$ cat src/rtl/srb_pkg.sv
package srb_pkg;
  localparam logic [7:0] MFR_CODE   = 8'h1F;
  localparam logic [7:0] DEV_BOTTOM = 8'h07;
  localparam logic [7:0] DEV_TOP    = 8'h08;
  localparam logic [7:0] EXT_CODE   = 8'h0F;
  localparam logic [7:0] NO_CODE    = 8'h00;

  typedef enum logic [1:0] {
    SRC_NONE   = 2'd0,
    SRC_ARRAY  = 2'd1,
    SRC_STATUS = 2'd2,
    SRC_IDENT  = 2'd3
  } rd_src_e;
endpackage

$ cat src/rtl/srb_strobe.sv
module srb_strobe (
  input  logic clk,
  input  logic rst,
  input  logic ce_n,
  input  logic oe_n,
  input  logic we_n,
  output logic rd_en,
  output logic rd_strobe
);
  logic rd_q;

  assign rd_en     = ~ce_n & ~oe_n & we_n;
  assign rd_strobe = rd_en & ~rd_q;

  always_ff @(posedge clk) begin
    if (rst) rd_q <= 1'b0;
    else     rd_q <= rd_en;
  end
endmodule

$ cat src/rtl/srb_toggle.sv
module srb_toggle (
  input  logic clk,
  input  logic rst,
  input  logic clr,
  input  logic adv,
  output logic t_q,
  output logic t_next
);
  assign t_next = adv ? ~t_q : t_q;

  always_ff @(posedge clk) begin
    if (rst || clr) t_q <= 1'b0;
    else            t_q <= t_next;
  end
endmodule

$ cat src/rtl/srb_ident.sv
module srb_ident #(
  parameter int AW       = 18,
  parameter bit TOP_BOOT = 1'b0
) (
  input  logic [AW-1:0] addr,
  output logic [7:0]    code
);
  import srb_pkg::*;

  logic [7:0] dev_code;
  logic       upper_zero;

  generate
    if (TOP_BOOT) begin : g_top
      assign dev_code = DEV_TOP;
    end else begin : g_bottom
      assign dev_code = DEV_BOTTOM;
    end
  endgenerate

  assign upper_zero = (addr[AW-1:2] == '0);

  always_comb begin
    code = NO_CODE;
    if (upper_zero) begin
      case (addr[1:0])
        2'd0:    code = MFR_CODE;
        2'd1:    code = dev_code;
        2'd3:    code = EXT_CODE;
        default: code = NO_CODE;
      endcase
    end
  end
endmodule

$ cat src/rtl/status_readback.sv
module status_readback #(
  parameter int AW       = 18,
  parameter bit TOP_BOOT = 1'b0
) (
  input  logic          clk,
  input  logic          rst,
  input  logic          ce_n,
  input  logic          oe_n,
  input  logic          we_n,
  input  logic [AW-1:0] rd_addr,
  input  logic [7:0]    arr_rdata,
  input  logic          id_mode,
  input  logic          op_start,
  input  logic          op_is_prog,
  input  logic          op_done,
  input  logic [AW-1:0] ld_addr,
  input  logic          ld_data_msb,
  output logic [7:0]    dq_out,
  output logic          dq_oe
);
  import srb_pkg::*;

  logic          rd_en, rd_strobe;
  logic          busy_q, prog_q, ld_msb_q;
  logic [AW-1:0] ld_addr_q;
  logic          t6_q, t6_next;
  logic [7:0]    id_code;
  logic [7:0]    status_byte;
  logic          poll_bit;
  rd_src_e       src;
  logic [7:0]    dq_d;

  srb_strobe u_strobe (
    .clk(clk), .rst(rst), .ce_n(ce_n), .oe_n(oe_n), .we_n(we_n),
    .rd_en(rd_en), .rd_strobe(rd_strobe)
  );

  srb_toggle u_toggle (
    .clk(clk), .rst(rst), .clr(op_start),
    .adv(rd_strobe & busy_q), .t_q(t6_q), .t_next(t6_next)
  );

  srb_ident #(.AW(AW), .TOP_BOOT(TOP_BOOT)) u_ident (
    .addr(rd_addr), .code(id_code)
  );

  // Operation context latched from the timer
  always_ff @(posedge clk) begin
    if (rst) begin
      busy_q    <= 1'b0;
      prog_q    <= 1'b0;
      ld_msb_q  <= 1'b0;
      ld_addr_q <= '0;
    end else if (op_start) begin
      busy_q    <= 1'b1;
      prog_q    <= op_is_prog;
      ld_msb_q  <= ld_data_msb;
      ld_addr_q <= ld_addr;
    end else if (op_done) begin
      busy_q    <= 1'b0;
    end
  end

  assign poll_bit    = prog_q && (rd_addr == ld_addr_q) ? ~ld_msb_q : 1'b0;
  assign status_byte = {poll_bit, t6_next, 6'b0};

  always_comb begin
    if (!rd_en)       src = SRC_NONE;
    else if (busy_q)  src = SRC_STATUS;
    else if (id_mode) src = SRC_IDENT;
    else              src = SRC_ARRAY;
  end

  always_comb begin
    case (src)
      SRC_STATUS: dq_d = status_byte;
      SRC_IDENT:  dq_d = id_code;
      SRC_ARRAY:  dq_d = arr_rdata;
      default:    dq_d = 8'h00;
    endcase
  end

  always_ff @(posedge clk) begin
    if (rst) begin
      dq_out <= 8'h00;
      dq_oe  <= 1'b0;
    end else begin
      dq_out <= dq_d;
      dq_oe  <= rd_en;
    end
  end
endmodule

$ cat config.mk
export PLATFORM = sky130hd
export DESIGN_NAME = status_readback
export DESIGN_NICKNAME = d
export VERILOG_FILES = /design/src/rtl/srb_pkg.sv /design/src/rtl/srb_strobe.sv /design/src/rtl/srb_toggle.sv /design/src/rtl/srb_ident.sv /design/src/rtl/status_readback.sv
export SDC_FILE = /design/constraint.sdc
export NUM_CORES = 1
export LEC_CHECK = 0
export ABC_AREA = 1
export ABC_CLOCK_PERIOD_IN_PS = 3000
export BUFFER_PORTS_ARGS = -buffer_cell sky130_fd_sc_hd__buf_2
export CAP_MARGIN = 20
export CORE_UTILIZATION = 40
export DETAILED_ROUTE_END_ITERATION = 12
export GPL_ROUTABILITY_DRIVEN = 1
export PLACE_DENSITY = 0.68
export SYNTH_ARGS = -nofsm -noshare
export SYNTH_HDL_FRONTEND = slang
export SYNTH_SLANG_ARGS = --single-unit
$ cat constraint.sdc
create_clock -name clk -period 3 [get_ports clk]
set_input_delay 0.45 -clock clk [delete_from_list [all_inputs] [get_ports clk]]
set_output_delay 0.45 -clock clk [all_outputs]
set_load 0.02 [all_outputs]
After elaboration in Yosys (flattened, before gate mapping) --
Index checks and enable logic that the tools add are counted.
Storage, ports and cells: output and inout port bits 9, word-level logic and storage cells 37, bits in registers 31, input bits 54
Operators by class: multiplexer cells 10, equality and inequality tests 6, bitwise gates (word level) 9, reductions and logical operators 5
Operator list (number):
- case mux 8 bit (3 select lines) | 1
- equality test 18 bit | 1
- zero test 16 bit | 1
- case mux 5 bit (3 select lines) | 1
- two-way mux 8 bit | 1
- equality test 2 bit, second input constant | 3
- two-way mux 2 bit | 3
- NOT 1 bit | 5
- bitwise AND 1 bit | 4
- equality test 2 x 1 -> 1 bit, second input constant | 2
- two-way mux 1 bit | 4
- zero test 2 bit | 1
- nonzero test 2 bit | 1
- logical AND 1 bit | 1
- logical OR 1 bit | 1

Longest topological paths before layout --
word-level depth 7, mapped depth 8, mapped depth without buffers 8

Cells and area by module --
Synthesis repeated with hierarchy kept, for this count alone.
Unflattened totals: cell total of the unflattened synthesis 250, area total of the unflattened synthesis 1664.1 um^2
Modules (own cells, without submodules):
- status_readback | sequential area each 600.6 um^2, times used 1, cells each 206, area an instance 1427.6 um^2
- srb_ident | sequential area each 0.0 um^2, times used 1, cells each 29, area an instance 145.1 um^2
- srb_toggle | sequential area each 20.0 um^2, times used 1, cells each 9, area an instance 52.6 um^2
- srb_strobe | sequential area each 20.0 um^2, times used 1, cells each 6, area an instance 38.8 um^2

Least setup slack after synthesis --
OpenSTA, ideal clock, no wires.
kind input to register, start input rd_addr[0], end register dq_out[3], data arrival time 1.131 ns, library setup time 0.071 ns, stages 5, slack 1.798 ns, path buffers 0, data required time 2.929 ns, path through inv_1 ha_1 nor3_1 nand3_1 a21oi_1
On the way: word-level cells in the longest chain between the ends 4
Ends and longest elaborated chain:
- start, declared | line status_readback.sv:10 | input logic [AW-1:0] rd_addr,
- equality test 2 bit (tied with other cells) | line srb_ident.sv:26 | case (addr[1:0])
- case mux 5 bit (3 select lines) * | line srb_ident.sv:26
- two-way mux 8 bit * | line srb_ident.sv:25 | if (upper_zero) begin
- case mux 8 bit (3 select lines) * | line status_readback.sv:75 | case (src)
- end signal, assigned | line status_readback.sv:88 | dq_out <= dq_d;
- end, declared | line status_readback.sv:18 | output logic [7:0] dq_out,
Mark *: on every way between the ends. The rest lies on a longest branch, timed or not. A chain may end at the register's enable or synchronous reset.

==> impl_metrics.json <==
{
  "outcome": "complete, no violations",
  "met2_wirelength_mm": 1.508,
  "cts_buffer_depth": 2,
  "worstHoldPathCells": 3,
  "vdd_ir_drop_max_mv": 0.2511,
  "hold_path.class": "in2reg",
  "met1_length_mm": 1.703,
  "drt-pass1-iter-count": 4,
  "synth-seq-area-share_pct": 40.49,
  "post_detailed_route_via_to_cell_ratio": 4.501,
  "placedCellCount": 337,
  "cts-root-buf": "sky130_fd_sc_hd__clkbuf_8",
  "clkSinkCount": 31,
  "yosysTopAreaCell": "sky130_fd_sc_hd__dfxtp_1",
  "grt_setup_unrepaired": "no",
  "worst_r2r_startpoint": "busy_q",
  "fp-row-count": 22,
  "cts_tree": "done",
  "fmaxAchievable_mhz": 716.8,
  "routed_wirelength_mm": 3.459,
  "max_cap_viol_count": 0,
  "pin_count": 63,
  "holdWs_ns": 0.3965,
  "first_pass_grt_wire_length_mm": 5.616,
  "gp_routability_congestion": 0.7500,
  "setup.worst_path.end_class": "flip-flop",
  "reg2reg_to": "dq_out[1]",
  "ff2ff_setup_slack_ns": 1.88,
  "synth_common_cells": "62 x sky130_fd_sc_hd__nand2_1, 38 x sky130_fd_sc_hd__inv_1, 31 x sky130_fd_sc_hd__dfxtp_1",
  "max-slew-margin-rel_pct": 35.78,
  "antenna-diode-count": 0,
  "ys_types": 21,
  "crit_path_max_incr_delay_ns": 0.70,
  "htreeDepth": 2,
  "final.fill_count": 388,
  "groute.usage.overall_pct": 18.02,
  "cp_data_arrival_time_ns": 1.60,
  "synthesis.area_per_instance_sq_um": 6.550,
  "ys_top_cells_by_area": "sky130_fd_sc_hd__dfxtp_1 40%, sky130_fd_sc_hd__nand2_1 15%, sky130_fd_sc_hd__inv_1 9.3%",
  "endpoints_failing_setup": 0,
  "synth.yosys.warnings": 0,
  "final_min_period_over_clock_period_pct": 46.51,
  "grt_pass1_vias": 1357,
  "yosys.cell_count.top_type": "sky130_fd_sc_hd__nand2_1",
  "fin_worst_skew_ns": 0.004285,
  "post_route_minimum_period_ns": 1.395,
  "initial_utilization_pct": 41.87,
  "numPortBuffers": 62,
  "setup_tns_ns": 0,
  "synth_enable_flop_cells": 0,
  "detailroute.wirelength.met3_um": 218,
  "total_leakage_power_nw": 1.004,
  "die_w_um": 63.90,
  "syn-instance-count": 234,
  "post-cts-setup-buffers": 0,
  "fp.dieH_um": 63.90,
  "worstSetupStartpointType": "input pin",
  "clkLatencyLatePin_ns": 0.28,
  "clk_transition_reported_paths_ns": 0.06,
  "synth-seq-cells": 31,
  "finish.net_count": 352,
  "post_detailed_placement_half_perimeter_wirelength_mm": 2.640,
  "cts_resized": 0,
  "dieArea_sq_mm": 0.004083,
  "core_region_area_sq_mm": 0.003661,
  "final_design_area_no_fill_sq_mm": 0.001954,
  "antenna_found_initial": 0,
  "layout-area-overhead-vs-synth_pct": 27.51,
  "layout-drive-gt1-share_pct": 25.25,
  "cts_inserted_buffers": 5,
  "remaining_drc_errors": 0,
  "ys_dominant_reg_cell": "sky130_fd_sc_hd__dfxtp_1",
  "worstPathCellList": "buf_2 -> inv_1 -> o21ai_0 -> a21oi_1",
  "grt.overflow.total": 0,
  "detail-route-antenna-nets": 0,
  "slew_at_the_pin_with_the_worst_max_slew_slack_ns": 0.9622,
  "instance_area_at_placement_sq_mm": 0.001873,
  "post_layout_nonfiller_instances": 345,
  "powerDensity_mw_per_mm2": 451.3,
  "initialDrtViolationCount": 66,
  "post-synth-top-area-fraction_pct": 40.49,
  "hold_violations": 0,
  "maxSlewViolCount": 0,
  "hold-path-endpoint": "dq_out[5]",
  "min-delay-start": "arr_rdata[5]",
  "share_of_synthesized_flip_flops_with_an_asynchronous_set_or_reset_pct": 0,
  "mappedNetlistNets": 290,
  "mappedNetlistArea_sq_mm": 0.001533,
  "vias": 1553,
  "utilization_pct": 53.38,
  "worst-path-max-fanout": 38,
  "setup.worst_path.class": "in2reg",
  "worst-endpoint-required_ns": 3.21,
  "top_signal_layer_used": "met4",
  "r2r.worst_path.cells": 5,
  "cpMaxStageDelayCell": "sky130_fd_sc_hd__inv_1",
  "postCtsHoldBufs": 0,
  "avgRoutedWirePerCell_um": 10.03,
  "grt_max_degree": 39
}
metal layers:
layer	vias up	GRT usage, %
met5	-	0
li1	852	-
met1	655	23.60
met2	43	27.93
met4	0	5.966
met3	3	5.536
flip-flops by register name (all words and copies together), names as in the netlist:
register       cells
dq_out             8
prog_q             1
ld_addr_q         18
u_strobe.rd_q      1
ld_msb_q           1
busy_q             1
u_toggle.t_q       1
how the worst max path moves through the flow:
stage,from,slack (ns),endpoint
after global routing,op_start,1.32,ld_addr_q[2]
after global placement,op_start,1.38,ld_addr_q[0]
final,op_start,1.60,prog_q
after detailed placement,op_start,1.32,prog_q
after CTS,op_start,1.62,prog_q
after floorplan,rd_addr[0],1.80,dq_out[3]
cell families after synthesis:
kind of cell    synth area share (%)
flops                          40.49
simple gates                   29.63
xor+xnor                      0.5715
fa+ha+maj                      1.632
buf+inv                        11.51
compound gates                 16.16
metrics by stage:
stage | setup slack [ns] | total power [mW]
finish | 1.605 | 0.8819
global route | 1.318 | 0.9337
CTS | 1.616 | 0.8950
detailed placement | 1.317 | 0.5822
global placement | 1.383 | 0.5805
floorplan | 1.798 | 0.5281
cells in the final DEF (no fill, tap or decap), types with 2 or more instances in the layout:
master,instances
sky130_fd_sc_hd__nand3_1,5
sky130_fd_sc_hd__o21ai_0,21
sky130_fd_sc_hd__buf_2,62
sky130_fd_sc_hd__a21oi_1,23
sky130_fd_sc_hd__clkbuf_8,5
sky130_fd_sc_hd__dfxtp_1,31
sky130_fd_sc_hd__nand4_1,5
sky130_fd_sc_hd__nor2_1,30
sky130_fd_sc_hd__inv_1,38
sky130_fd_sc_hd__clkbuf_1,2
sky130_fd_sc_hd__ha_1,2
sky130_fd_sc_hd__nand2_1,62
power by group:
part | internal (mW) | switching, mW
combinational | 0.0560 | 0.0739
clock | 0.162 | 0.146
sequential | 0.433 | 0.0105
total | 0.651 | 0.231
worst max-delay path, delay by kind of cell:
kind                   cells  cell delay, ns
buffers and inverters      2            0.82
AO/OA/AOI/OAI              2            0.34
layout make-up:
| cell class | count | area [sq um] | area share (%) |
|---|---|---|---|
| Clock buffer | 7 | 76.32 | 3.905 |
| Multi-Input combinational cell | 157 | 735.7 | 37.64 |
| Sequential cell | 31 | 620.6 | 31.75 |
| Inverter | 39 | 146.4 | 7.490 |
| Clock inverter | 1 | 5.005 | 0.2561 |
| Timing Repair Buffer | 62 | 310.3 | 15.88 |
| Tap cell | 48 | 60.06 | 3.073 |
Power figures use the tool's default switching activity.
